==> src/rtl/chg_guard_pkg.sv <==
package chg_guard_pkg;

  typedef enum logic [2:0] {
    ST_OFF   = 3'd0,
    ST_WAIT  = 3'd1,
    ST_RAMP  = 3'd2,
    ST_ON    = 3'd3,
    ST_HOLD  = 3'd4,
    ST_LATCH = 3'd5
  } gate_st_e;

  // True on the last cycle of an interval of lim cycles counted from zero.
  function automatic logic last_tick(input logic [31:0] cnt, input logic [31:0] lim);
    return cnt == (lim - 32'd1);
  endfunction

  // Larger of two interval lengths, used to size a shared timer.
  function automatic int max_len(input int a, input int b);
    return (a > b) ? a : b;
  endfunction

endpackage

==> src/rtl/cg_sync2.sv <==
module cg_sync2 #(
  parameter int           W       = 1,
  parameter logic [W-1:0] RST_VAL = '0
) (
  input  logic         clk,
  input  logic         rst_n,
  input  logic [W-1:0] d_i,
  output logic [W-1:0] q_o
);
  logic [W-1:0] meta_q;
  logic [W-1:0] sync_q;

  always_ff @(posedge clk or negedge rst_n) begin
    if (!rst_n) begin
      meta_q <= RST_VAL;
      sync_q <= RST_VAL;
    end else begin
      meta_q <= d_i;
      sync_q <= meta_q;
    end
  end

  assign q_o = sync_q;
endmodule

==> src/rtl/cg_blank.sv <==
module cg_blank
  import chg_guard_pkg::*;
#(
  parameter int BLANK_CYC = 40
) (
  input  logic clk,
  input  logic rst_n,
  input  logic arm_i,
  input  logic flag_i,
  output logic evt_o
);
  localparam int CW = $clog2(BLANK_CYC + 1);

  logic [CW-1:0] cnt_q;
  logic          evt;

  assign evt = arm_i && flag_i && last_tick(32'(cnt_q), 32'(BLANK_CYC));

  always_ff @(posedge clk or negedge rst_n) begin
    if (!rst_n)                cnt_q <= '0;
    else if (arm_i && flag_i)  cnt_q <= evt ? '0 : cnt_q + CW'(1);
    else                       cnt_q <= '0;
  end

  assign evt_o = evt;

  // a trip needs the flag present on this and the previous cycle (BLANK_CYC >= 2)
  assert_blank_persist_R4: assert property (@(posedge clk) disable iff (!rst_n)
    evt_o |-> (flag_i && $past(flag_i)));
endmodule

==> src/rtl/cg_evt_cnt.sv <==
module cg_evt_cnt #(
  parameter int CNT_W = 4
) (
  input  logic clk,
  input  logic rst_n,
  input  logic clr_i,
  input  logic evt_i,
  output logic trip_o,
  output logic latch_o
);
  logic [CNT_W-1:0] cnt_q;
  logic             latch_q;
  logic             full;

  assign full   = &cnt_q;
  assign trip_o = evt_i && full && !latch_q;

  always_ff @(posedge clk or negedge rst_n) begin
    if (!rst_n) begin
      cnt_q   <= '0;
      latch_q <= 1'b0;
    end else if (clr_i) begin
      cnt_q   <= '0;
      latch_q <= 1'b0;
    end else if (evt_i && !latch_q) begin
      if (full) latch_q <= 1'b1;
      else      cnt_q   <= cnt_q + CNT_W'(1);
    end
  end

  assign latch_o = latch_q;

  // R6 (and R7): once set, the latch holds until its clear arrives
  assert_latch_sticky_R6: assert property (@(posedge clk) disable iff (!rst_n)
    (latch_q && !clr_i) |=> latch_q);
endmodule

==> src/rtl/chg_guard_seq.sv <==
module chg_guard_seq
  import chg_guard_pkg::*;
#(
  parameter int DELAY_CYC = 200,
  parameter int BLANK_CYC = 40,
  parameter int RAMP_CYC  = 30,
  parameter int CNT_W     = 4
) (
  input  logic clk,
  input  logic rst_n,
  input  logic por_ok_i,
  input  logic in_ovp_i,
  input  logic bat_ovp_i,
  input  logic ocp_i,
  input  logic ot_hi_i,
  input  logic ot_lo_i,
  input  logic en_n_i,
  output logic sw_on_o,
  output logic ramp_req_o,
  output logic full_on_o,
  output logic fault_n_o
);
  localparam int NIN  = 7;
  localparam int TMAX = max_len(DELAY_CYC, RAMP_CYC);
  localparam int TW   = $clog2(TMAX + 1);

  // synchronized flags
  logic [NIN-1:0] raw_in, sync_out;
  logic por_s, ovp_s, bat_s, ocp_s, othi_s, otlo_s, en_n_s;

  assign raw_in = {en_n_i, ot_lo_i, ot_hi_i, ocp_i, bat_ovp_i, in_ovp_i, por_ok_i};

  cg_sync2 #(.W(NIN), .RST_VAL(7'b100_0000)) u_sync (
    .clk(clk), .rst_n(rst_n), .d_i(raw_in), .q_o(sync_out)
  );

  assign {en_n_s, otlo_s, othi_s, ocp_s, bat_s, ovp_s, por_s} = sync_out;

  // state
  gate_st_e     st_q, st_d;
  logic [TW-1:0] tmr_q, tmr_d;
  logic          ot_q;

  // named internal events
  logic sw_live, bat_evt, ocp_evt, slow_evt;
  logic bat_trip, ocp_trip, bat_latch, ocp_latch, trip_now, latched;
  logic bat_clr, ocp_clr;

  assign sw_live = (st_q == ST_RAMP) || (st_q == ST_ON);

  cg_blank #(.BLANK_CYC(BLANK_CYC)) u_blank_bat (
    .clk(clk), .rst_n(rst_n), .arm_i(sw_live), .flag_i(bat_s), .evt_o(bat_evt)
  );

  cg_blank #(.BLANK_CYC(BLANK_CYC)) u_blank_ocp (
    .clk(clk), .rst_n(rst_n), .arm_i(sw_live), .flag_i(ocp_s), .evt_o(ocp_evt)
  );

  assign bat_clr = !por_s;
  assign ocp_clr = !por_s || en_n_s;

  cg_evt_cnt #(.CNT_W(CNT_W)) u_cnt_bat (
    .clk(clk), .rst_n(rst_n), .clr_i(bat_clr), .evt_i(bat_evt),
    .trip_o(bat_trip), .latch_o(bat_latch)
  );

  cg_evt_cnt #(.CNT_W(CNT_W)) u_cnt_ocp (
    .clk(clk), .rst_n(rst_n), .clr_i(ocp_clr), .evt_i(ocp_evt),
    .trip_o(ocp_trip), .latch_o(ocp_latch)
  );

  assign slow_evt = bat_evt || ocp_evt;
  assign trip_now = bat_trip || ocp_trip;
  assign latched  = bat_latch || ocp_latch;

  // over-temperature hysteresis flag
  always_ff @(posedge clk or negedge rst_n) begin
    if (!rst_n)               ot_q <= 1'b0;
    else if (!por_s)          ot_q <= 1'b0;
    else if (othi_s)          ot_q <= 1'b1;
    else if (otlo_s)          ot_q <= 1'b0;
  end

  always_comb begin
    st_d  = st_q;
    tmr_d = tmr_q;
    if (!por_s || en_n_s) begin
      st_d  = ST_OFF;
      tmr_d = '0;
    end else if (latched || trip_now) begin
      st_d  = ST_LATCH;
      tmr_d = '0;
    end else if (ovp_s || ot_q) begin
      st_d  = ST_WAIT;
      tmr_d = '0;
    end else begin
      case (st_q)
        ST_OFF, ST_LATCH: begin
          st_d  = ST_WAIT;
          tmr_d = '0;
        end
        ST_WAIT: begin
          if (last_tick(32'(tmr_q), 32'(DELAY_CYC))) begin
            st_d  = ST_RAMP;
            tmr_d = '0;
          end else begin
            tmr_d = tmr_q + TW'(1);
          end
        end
        ST_RAMP: begin
          if (slow_evt) begin
            st_d  = ST_HOLD;
            tmr_d = '0;
          end else if (last_tick(32'(tmr_q), 32'(RAMP_CYC))) begin
            st_d  = ST_ON;
            tmr_d = '0;
          end else begin
            tmr_d = tmr_q + TW'(1);
          end
        end
        ST_ON: begin
          if (slow_evt) begin
            st_d  = ST_HOLD;
            tmr_d = '0;
          end
        end
        ST_HOLD: begin
          if (!bat_s && !ocp_s) begin
            st_d  = ST_RAMP;
            tmr_d = '0;
          end
        end
        default: begin
          st_d  = ST_OFF;
          tmr_d = '0;
        end
      endcase
    end
  end

  always_ff @(posedge clk or negedge rst_n) begin
    if (!rst_n) begin
      st_q  <= ST_OFF;
      tmr_q <= '0;
    end else begin
      st_q  <= st_d;
      tmr_q <= tmr_d;
    end
  end

  // outputs: input overvoltage gates the switch directly for the fast path
  assign sw_on_o    = sw_live && !ovp_s;
  assign ramp_req_o = (st_q == ST_RAMP) && !ovp_s;
  assign full_on_o  = (st_q == ST_ON) && !ovp_s;
  assign fault_n_o  = !(ovp_s || ot_q || (st_q == ST_HOLD) || (st_q == ST_LATCH));

  // supply-good low for two cycles means the switch is off
  assert_off_without_por_R1: assert property (@(posedge clk) disable iff (!rst_n)
    (!por_s && $past(!por_s)) |-> !sw_on_o);

  // a persisting input overvoltage pins the sequencer before soft-start
  assert_ovp_restart_R2: assert property (@(posedge clk) disable iff (!rst_n)
    (ovp_s && $past(ovp_s)) |-> !sw_live);

  // R7 (and R6): a set trip latch keeps the switch off
  assert_latch_off_R7: assert property (@(posedge clk) disable iff (!rst_n)
    latched |-> !sw_on_o);

  // fully-on is entered only from the ramp
  assert_ramp_first_R8: assert property (@(posedge clk) disable iff (!rst_n)
    $rose(full_on_o) |-> $past(st_q == ST_RAMP));

  // over-temperature held for two cycles means the switch is off
  assert_ot_off_R9: assert property (@(posedge clk) disable iff (!rst_n)
    (ot_q && $past(ot_q)) |-> !sw_on_o);
endmodule

==> config.mk <==
export PLATFORM = sky130hd
export DESIGN_NAME = chg_guard_seq
export DESIGN_NICKNAME = d
export VERILOG_FILES = /design/src/rtl/chg_guard_pkg.sv /design/src/rtl/cg_sync2.sv /design/src/rtl/cg_blank.sv /design/src/rtl/cg_evt_cnt.sv /design/src/rtl/chg_guard_seq.sv
export SDC_FILE = /design/constraint.sdc
export NUM_CORES = 1
export LEC_CHECK = 0
export BUFFER_PORTS_ARGS = -buffer_cell sky130_fd_sc_hd__buf_4
export CORE_ASPECT_RATIO = 0.5
export CORE_UTILIZATION = 45
export CTS_BUF_LIST = sky130_fd_sc_hd__clkbuf_8
export DETAILED_ROUTE_END_ITERATION = 12
export PLACE_DENSITY = 0.64
export SLEW_MARGIN = 20
export SYNTH_ARGS = -nofsm -noshare
export SYNTH_HDL_FRONTEND = slang
export SYNTH_SLANG_ARGS = --single-unit
==> constraint.sdc <==
create_clock -name clk -period 2.2 [get_ports clk]
set_input_delay 0.22 -clock clk [delete_from_list [all_inputs] [get_ports clk]]
set_output_delay 0.22 -clock clk [all_outputs]
set_load 0.005 [all_outputs]
==> results of run 1 <==
-- worst max-delay path by stage --
| stage | start | endpoint | slack (ps) |
|---|---|---|---|
| 4_1_cts | u_blank_bat.cnt_q[0] | st_q[0] | 30 |
| 3_5_place_dp | u_blank_bat.cnt_q[0] | st_q[0] | 50 |
| 3_3_place_gp | u_blank_bat.cnt_q[0] | st_q[0] | 70 |
| 2_1_floorplan | u_blank_bat.cnt_q[0] | st_q[0] | 130 |
| 5_1_grt | tmr_q[0] | st_q[0] | -20 |
| 6_report | u_blank_ocp.cnt_q[0] | st_q[0] | 60 |
-- layout by cell type, fill, tap and decap left out, types with 3 or more instances in the layout --
cell type,count
inv_1,6
and2_1,6
nand2_1,13
dfrtp_1,46
clkbuf_8,5
nand3_1,9
nand4_1,4
ha_1,6
xnor2_1,8
nor2b_1,6
a21oi_1,5
buf_4,16
o21ai_0,7
nand2b_1,3
xor2_1,7
nor2_1,24
and3_1,6
dlygate4sd3_1,6
nor3_1,6
-- registers in the layout, summed over array words and instances (netlist names) --
signal / flops
tmr_q: 8
u_sync.meta_q: 7
u_sync.q_o: 7
u_blank_bat.cnt_q: 6
u_blank_ocp.cnt_q: 6
u_cnt_bat.cnt_q: 4
u_cnt_ocp.cnt_q: 4
st_q: 3
ot_q: 1
u_cnt_bat.latch_o: 1
u_cnt_ocp.latch_o: 1
-- metal layers --
layer	part of all wire, %	track usage [%]	vias to the layer above
met3	3.0	4.53	8
met5	0	0	-
met1	52	25.2	771
met2	43	27.3	19
li1	-	-	776
met4	1.7	8.57	0
-- power breakdown --
group	switching [W]	total, W	internal [W]
sequential	0.0000130	0.000912	0.000899
clock	0.000291	0.000628	0.000336
combinational	0.0000421	0.0000782	0.0000361
-- layout make-up --
| class | instances | area [sq um] | area share [%] |
|---|---|---|---|
| clock buffer | 5 | 68.8 | 2.58 |
| clock inverter | 3 | 42.5 | 1.60 |
| inverter | 6 | 22.5 | 0.845 |
| multi-input combinational | 150 | 1060 | 40.0 |
| sequential | 48 | 1200 | 45.2 |
| tap | 66 | 82.6 | 3.10 |
| timing repair buffer | 22 | 180 | 6.76 |
-- through the flow --
| step | setup slack (ps) | setup TNS (ps) | instances |
|---|---|---|---|
| after CTS | 30.6 | 0 | 295 |
| final | 63.1 | 0 | 300 |
| after floorplan | 126 | 0 | 207 |
| after detailed placement | 46.4 | 0 | 286 |
| after global placement | 70.8 | 0 | 286 |
| after global routing | -19.1 | -36.6 | 300 |
-- logic make-up after synthesis --
group,Yosys count,synth area share [%]
and+or+nand+nor,97,24.2
DFF,48,52.8
AOI/OAI and AO/OA,28,9.76
xor gates and xnor gates,15,5.76
buffers and inverters,9,2.03
adders and majority gates,6,3.29
muxes,4,2.19
-- what timing repair did --
item	in CTS	in global routing
gates resized for setup	0	6
endpoints found under the hold margin	46	5
hold buffers	1	5
setup endpoints to repair	0	5
==> impl_metrics.csv, run 1 <==
group,metric,value,unit
worst_setup_path,critPathArrivalTime,2320,ps
floorplanning,die_h,52.3,um
finish,post_route_cells_drive_above_1_share,17.9,%
worst_setup_path,reg2reg_from,"u_blank_ocp.cnt_q[0]",
sta,fin_skew,6.81,ps
power_and_ir_drop,ir_drop,0.000377,V
grt,grt_usage,18.3,%
drt,via_per_inst,5.25,
drt,vias,1574,
synth,synth_ff_type,"dfrtp_1",
synth,synth_edf_count,0,
placed_design,placed_area,2460,sq um
worst_setup_path,reg2reg_slack,60,ps
finish,area_delta_synth_final,16.8,%
placed_design,gp_congestion,0.890,
sta,setup_violations,0,
synth,synthCells,207,
worst_setup_path,crit_chain,"ha_1 > and4bb_1 > a41oi_4 > nand4_4 > or2_4 > o21ai_4 > mux2_4",
worst_setup_path,r2r_end,"st_q[0]",
grt,grt_pass1_wl,7080,um
cts,cts_made_buffers,5,
sta,whs,21.5,ps
drt,wire_per_inst,14.0,um
floorplanning,rows,17,
worst_setup_path,start_kind,"flip-flop",
sta,post-route-period-util,97.1,%
floorplanning,die_w,103,um
synth,ys_top_cells_by_count,"46 x dfrtp_1, 25 x nor2_1, 13 x nand2_1",
sta,relSlewSlack,59.7,%
min_path,min_to,"u_sync.meta_q[6]",
drt,drt_iter0_markers,38,
worst_setup_path,r2r_cells,7,
cts,clockBufferDepth,2,
synth,synth_warnings,0,
worst_setup_path,cp_slowest_cell,"dfrtp_1",
worst_setup_path,required,2390,ps
grt,first_global_vias,1513,
finish,finalNetCount,248,
floorplanning,io_pins,13,
synth,avgSynthCellArea,11.0,sq um
worst_setup_path,critPathMaxFanout,5,
sta,clock.fmax,0.468,GHz
cts,cts_setup_buffers,0,
job,maxCapViolations,0,
synth,synthArstFlopShare,100,%
sta,finalHoldViolations,0,
drt,drc_errors,0,
cts,insertion_delay,300,ps
synth,yosysMostFrequentCell,"dfrtp_1",
cts,cts_sinks,48,
placed_design,hpwlAfterDp,2950,um
power_and_ir_drop,leakagePower,1.16,nW
cts,cts_htree_levels,2,
worst_setup_path,crit_type,"reg -> reg",
finish,design_area,2670,sq um
worst_setup_path,endpoint_kind,"flip-flop",
power_and_ir_drop,p_per_area,607,nW/um^2
synth,ys_ff_latch,48,
synth,syn_area,2280,sq um
worst_setup_path,cpLargestDelayFamily,"simple AND/OR/NAND/NOR gates",
synth,synth_area_leader_cell,"dfrtp_1",
floorplanning,initial_core_util,49.2,%
sta,tightest_slew,605,ps
power_and_ir_drop,power,0.00162,W
sta,finalCriticalPeriod,2140,ps
grt,grt_max_degree,49,
cts,clk_pin_slew_worst_paths,80,ps
grt,overflow,0,
sta,slew_viol_final,0,
placed_design,io_buffers,12,
worst_setup_path,path_buf_inv,0,
finish,fin_util,57.5,%
worst_setup_path,crit_cells,7,
outcome,status,"finished, final reports clean",
grt,antenna_found_initial,0,
min_path,holdPathStages,1,
finish,antenna_cells,0,
min_path,hp-class,"in -> reg",
cts,cts_tree,"yes",
finish,num-fill-cells,397,
synth,yosysSeqAreaShare,52.8,%
drt,dr.pass1.iters,4,
synth,synth_fp_nets,222,
drt,ant_nets,0,
floorplanning,die_area,5380,sq um
floorplanning,core_area,4640,sq um
min_path,hp-start,"en_n_i",
drt,totalWireLength,4210,um
synth,yosysTopAreaCellShare,50.5,%
cts,root_buffer,"clkbuf_8",
synth,yosysUniqueCellTypes,50,
worst_setup_path,critPathMaxStageDelay,400,ps
synth,synth.area.top_cells,"dfrtp_1 50%, nor2_1 4.1%, ha_1 3.3%",
Note: power is estimated with default switching activity, not from simulation.
==> run 2: changes to the inputs <==
--- a/config.mk
+++ b/config.mk
@@ -10,7 +10,7 @@
 export CORE_UTILIZATION = 45
 export CTS_BUF_LIST = sky130_fd_sc_hd__clkbuf_8
 export DETAILED_ROUTE_END_ITERATION = 12
-export PLACE_DENSITY = 0.64
+export PLACE_DENSITY_LB_ADDON = 0.08
 export SLEW_MARGIN = 20
 export SYNTH_ARGS = -nofsm -noshare
 export SYNTH_HDL_FRONTEND = slang
==> run 2 against run 1 <==
Wire length decreased by 4.1%. Maximum frequency increased by 1.9%. First-iteration DRC count increased by 130%. Critical path depth unchanged. Sequential share of layout area increased by 0.97 points. Combinational power decreased by 8.2%. Utilization decreased by 1.2 points. Clock-buffer cell count increased by 1. Worst setup slack improved by 41 ps. Largest cell class unchanged. Highest routed layer unchanged.
==> impl_metrics.csv, run 2 (synthesis gave the netlist of run 1 again) <==
group,metric,value,unit
finish,instances_no_fill,295,
floorplanning,io_pins,13,
worst_setup_path,critPathMaxStageDelay,400,ps
placed_design,io_buffers,12,
cts,cts_htree_levels,2,
min_path,hp-start,"ocp_i",
outcome,status,"finished, final reports clean",
sta,fin_skew,4.88,ps
finish,layout_commonest_cell,"dfrtp_1",
grt,grt_busiest_layer,"met1",
drt,totalWireLength,4030,um
grt,grt_pass1_wl,7270,um
finish,design_area,2610,sq um
sta,post-route-period-util,95.3,%
sta,fin_ws,104,ps
grt,grt_max_degree,49,
cts,insertion_delay,290,ps
worst_setup_path,cpLargestDelayFamily,"simple AND/OR/NAND/NOR gates",
grt,grt_usage,18.3,%
grt,grtUsageMet3,4.93,%
sta,setup_violations,0,
cts,clk_pin_slew_worst_paths,80,ps
drt,drc_errors,0,
worst_setup_path,reg2reg_from,"u_blank_bat.cnt_q[0]",
cts,clockBufferDepth,2,
grt,overflow,0,
placed_design,placed_cells,286,
sta,clock.fmax,0.477,GHz
power_and_ir_drop,ir_drop,0.000298,V
power_and_ir_drop,leakagePower,1.13,nW
sta,tightest_slew,594,ps
floorplanning,die_area,5380,sq um
sta,slew_viol_final,0,
finish,top_register,"tmr_q",
grt,use_met2,26.1,%
grt,first_global_vias,1518,
worst_setup_path,critPathMaxFanout,7,
floorplanning,die_w,103,um
drt,via_per_inst,5.19,
worst_setup_path,endpoint_kind,"flip-flop",
min_path,min_to,"u_sync.meta_q[3]",
drt,dr.pass1.iters,4,
finish,finalNetCount,243,
cts,root_buffer,"clkbuf_8",
drt,drt_iter0_markers,86,
worst_setup_path,crit_chain,"ha_1 > and4b_2 > a41oi_4 > nand4_4 > buf_4 > o21ai_4 > mux2_4",
cts,cts_tree,"yes",
finish,largest_reg_flops,8,
worst_setup_path,r2r_cells,7,
sta,relSlewSlack,60.4,%
min_path,hp-class,"in -> reg",
finish,area_delta_synth_final,14.4,%
finish,most-common-layout-cells,"46 x dfrtp_1, 25 x nor2_1, 16 x buf_4",
placed_design,hpwlAfterDp,2950,um
worst_setup_path,r2r_end,"st_q[2]",
worst_setup_path,required,2380,ps
worst_setup_path,path_buf_inv,1,
grt,grt_util_met1,27.0,%
sta,finalHoldViolations,0,
drt,wire_per_inst,13.7,um
drt,vias,1532,
sta,finalCriticalPeriod,2100,ps
job,maxCapViolations,0,
worst_setup_path,cp_slowest_cell,"dfrtp_1",
worst_setup_path,reg2reg_slack,100,ps
sta,whs,28.0,ps
placed_design,gp_congestion,0.875,
floorplanning,rows,17,
placed_design,placed_area,2460,sq um
worst_setup_path,start_kind,"flip-flop",
finish,antenna_cells,0,
finish,post_route_cells_drive_above_1_share,19.2,%
worst_setup_path,critPathArrivalTime,2270,ps
min_path,holdPathStages,1,
grt,antenna_found_initial,0,
cts,cts_made_buffers,5,
placed_design,pre_cts_slack,30.9,ps
sta,setup_tns,0,ps
power_and_ir_drop,p_per_area,577,nW/um^2
floorplanning,die_h,52.3,um
finish,num-fill-cells,418,
floorplanning,initial_core_util,49.2,%
sta,rsz0062_at_grt,"false",
worst_setup_path,crit_type,"reg -> reg",
cts,cts_sinks,48,
floorplanning,core_area,4640,sq um
drt,ant_nets,0,
-- run 2: cell types whose count changed in the layout (fill, tap and decap cells not counted), sizes merged --
cell         previous run  this run
dlygate4sd3             6         1
clkbuf                  5         6
bufinv                  1         0
clkinv                  1         0
inv                     6         7
-- run 2: layout make-up --
cell class | count | area [sq um] | share of cell area [%]
inverter | 6 | 22.5 | 0.863
clock inverter | 2 | 11.3 | 0.432
clock buffer | 6 | 82.6 | 3.17
sequential | 48 | 1200 | 46.1
timing repair buffer | 17 | 130 | 4.99
tap | 66 | 82.6 | 3.17
multi-input combinational | 150 | 1080 | 41.2
-- run 2: stage by stage --
step,total power [W],utilization [%]
floorplan,0.000954,-
global placement,0.000997,53.0
detailed placement,0.000999,53.0
CTS,0.00153,55.3
global route,0.00159,56.3
finish,0.00150,56.3
-- run 2: where the power goes --
group / leakage (nW) / switching (W) / total (W) / internal, W
clock: 0.0486 / 0.000272 / 0.000523 / 0.000251
combinational: 0.450 / 0.0000412 / 0.0000718 / 0.0000306
sequential: 0.634 / 0.0000112 / 0.000910 / 0.000899
total: 1.13 / 0.000324 / 0.00150 / 0.00118
-- run 2: worst max-delay path by stage --
stage                               startpoint  endpoint  slack, ps  depth (start not counted)
after floorplan           u_blank_bat.cnt_q[0]   st_q[0]        130                          7
after global placement    u_blank_bat.cnt_q[0]   st_q[0]         70                          7
after detailed placement  u_blank_bat.cnt_q[0]   st_q[2]         30                          7
after CTS                 u_blank_ocp.cnt_q[0]   st_q[2]         10                          7
after global routing                  tmr_q[0]   st_q[2]          5                          7
final                     u_blank_bat.cnt_q[0]   st_q[2]        100                          7
-- run 2: per-layer routing --
metal,wire (um),up-vias,share of wire (%)
met5,0,-,0
met4,26,0,0.64
met3,137,5,3.4
met2,1650,25,41
met1,2220,739,55
li1,-,763,-
-- run 2: worst register-to-register path: stages (launching register included) --
cell and delay [ps]:
dfrtp_1 400, ha_1 240, and4b_2 290, a41oi_4 230, nand4_4 130, buf_4 200, o21ai_4 180, mux2_4 320
-- run 2: what timing repair did --
item,CTS,global route
hold buffers,1,0
resized for setup,0,9
setup buffers,0,0
hold endpoints to repair,46,0
setup endpoints to repair,0,6
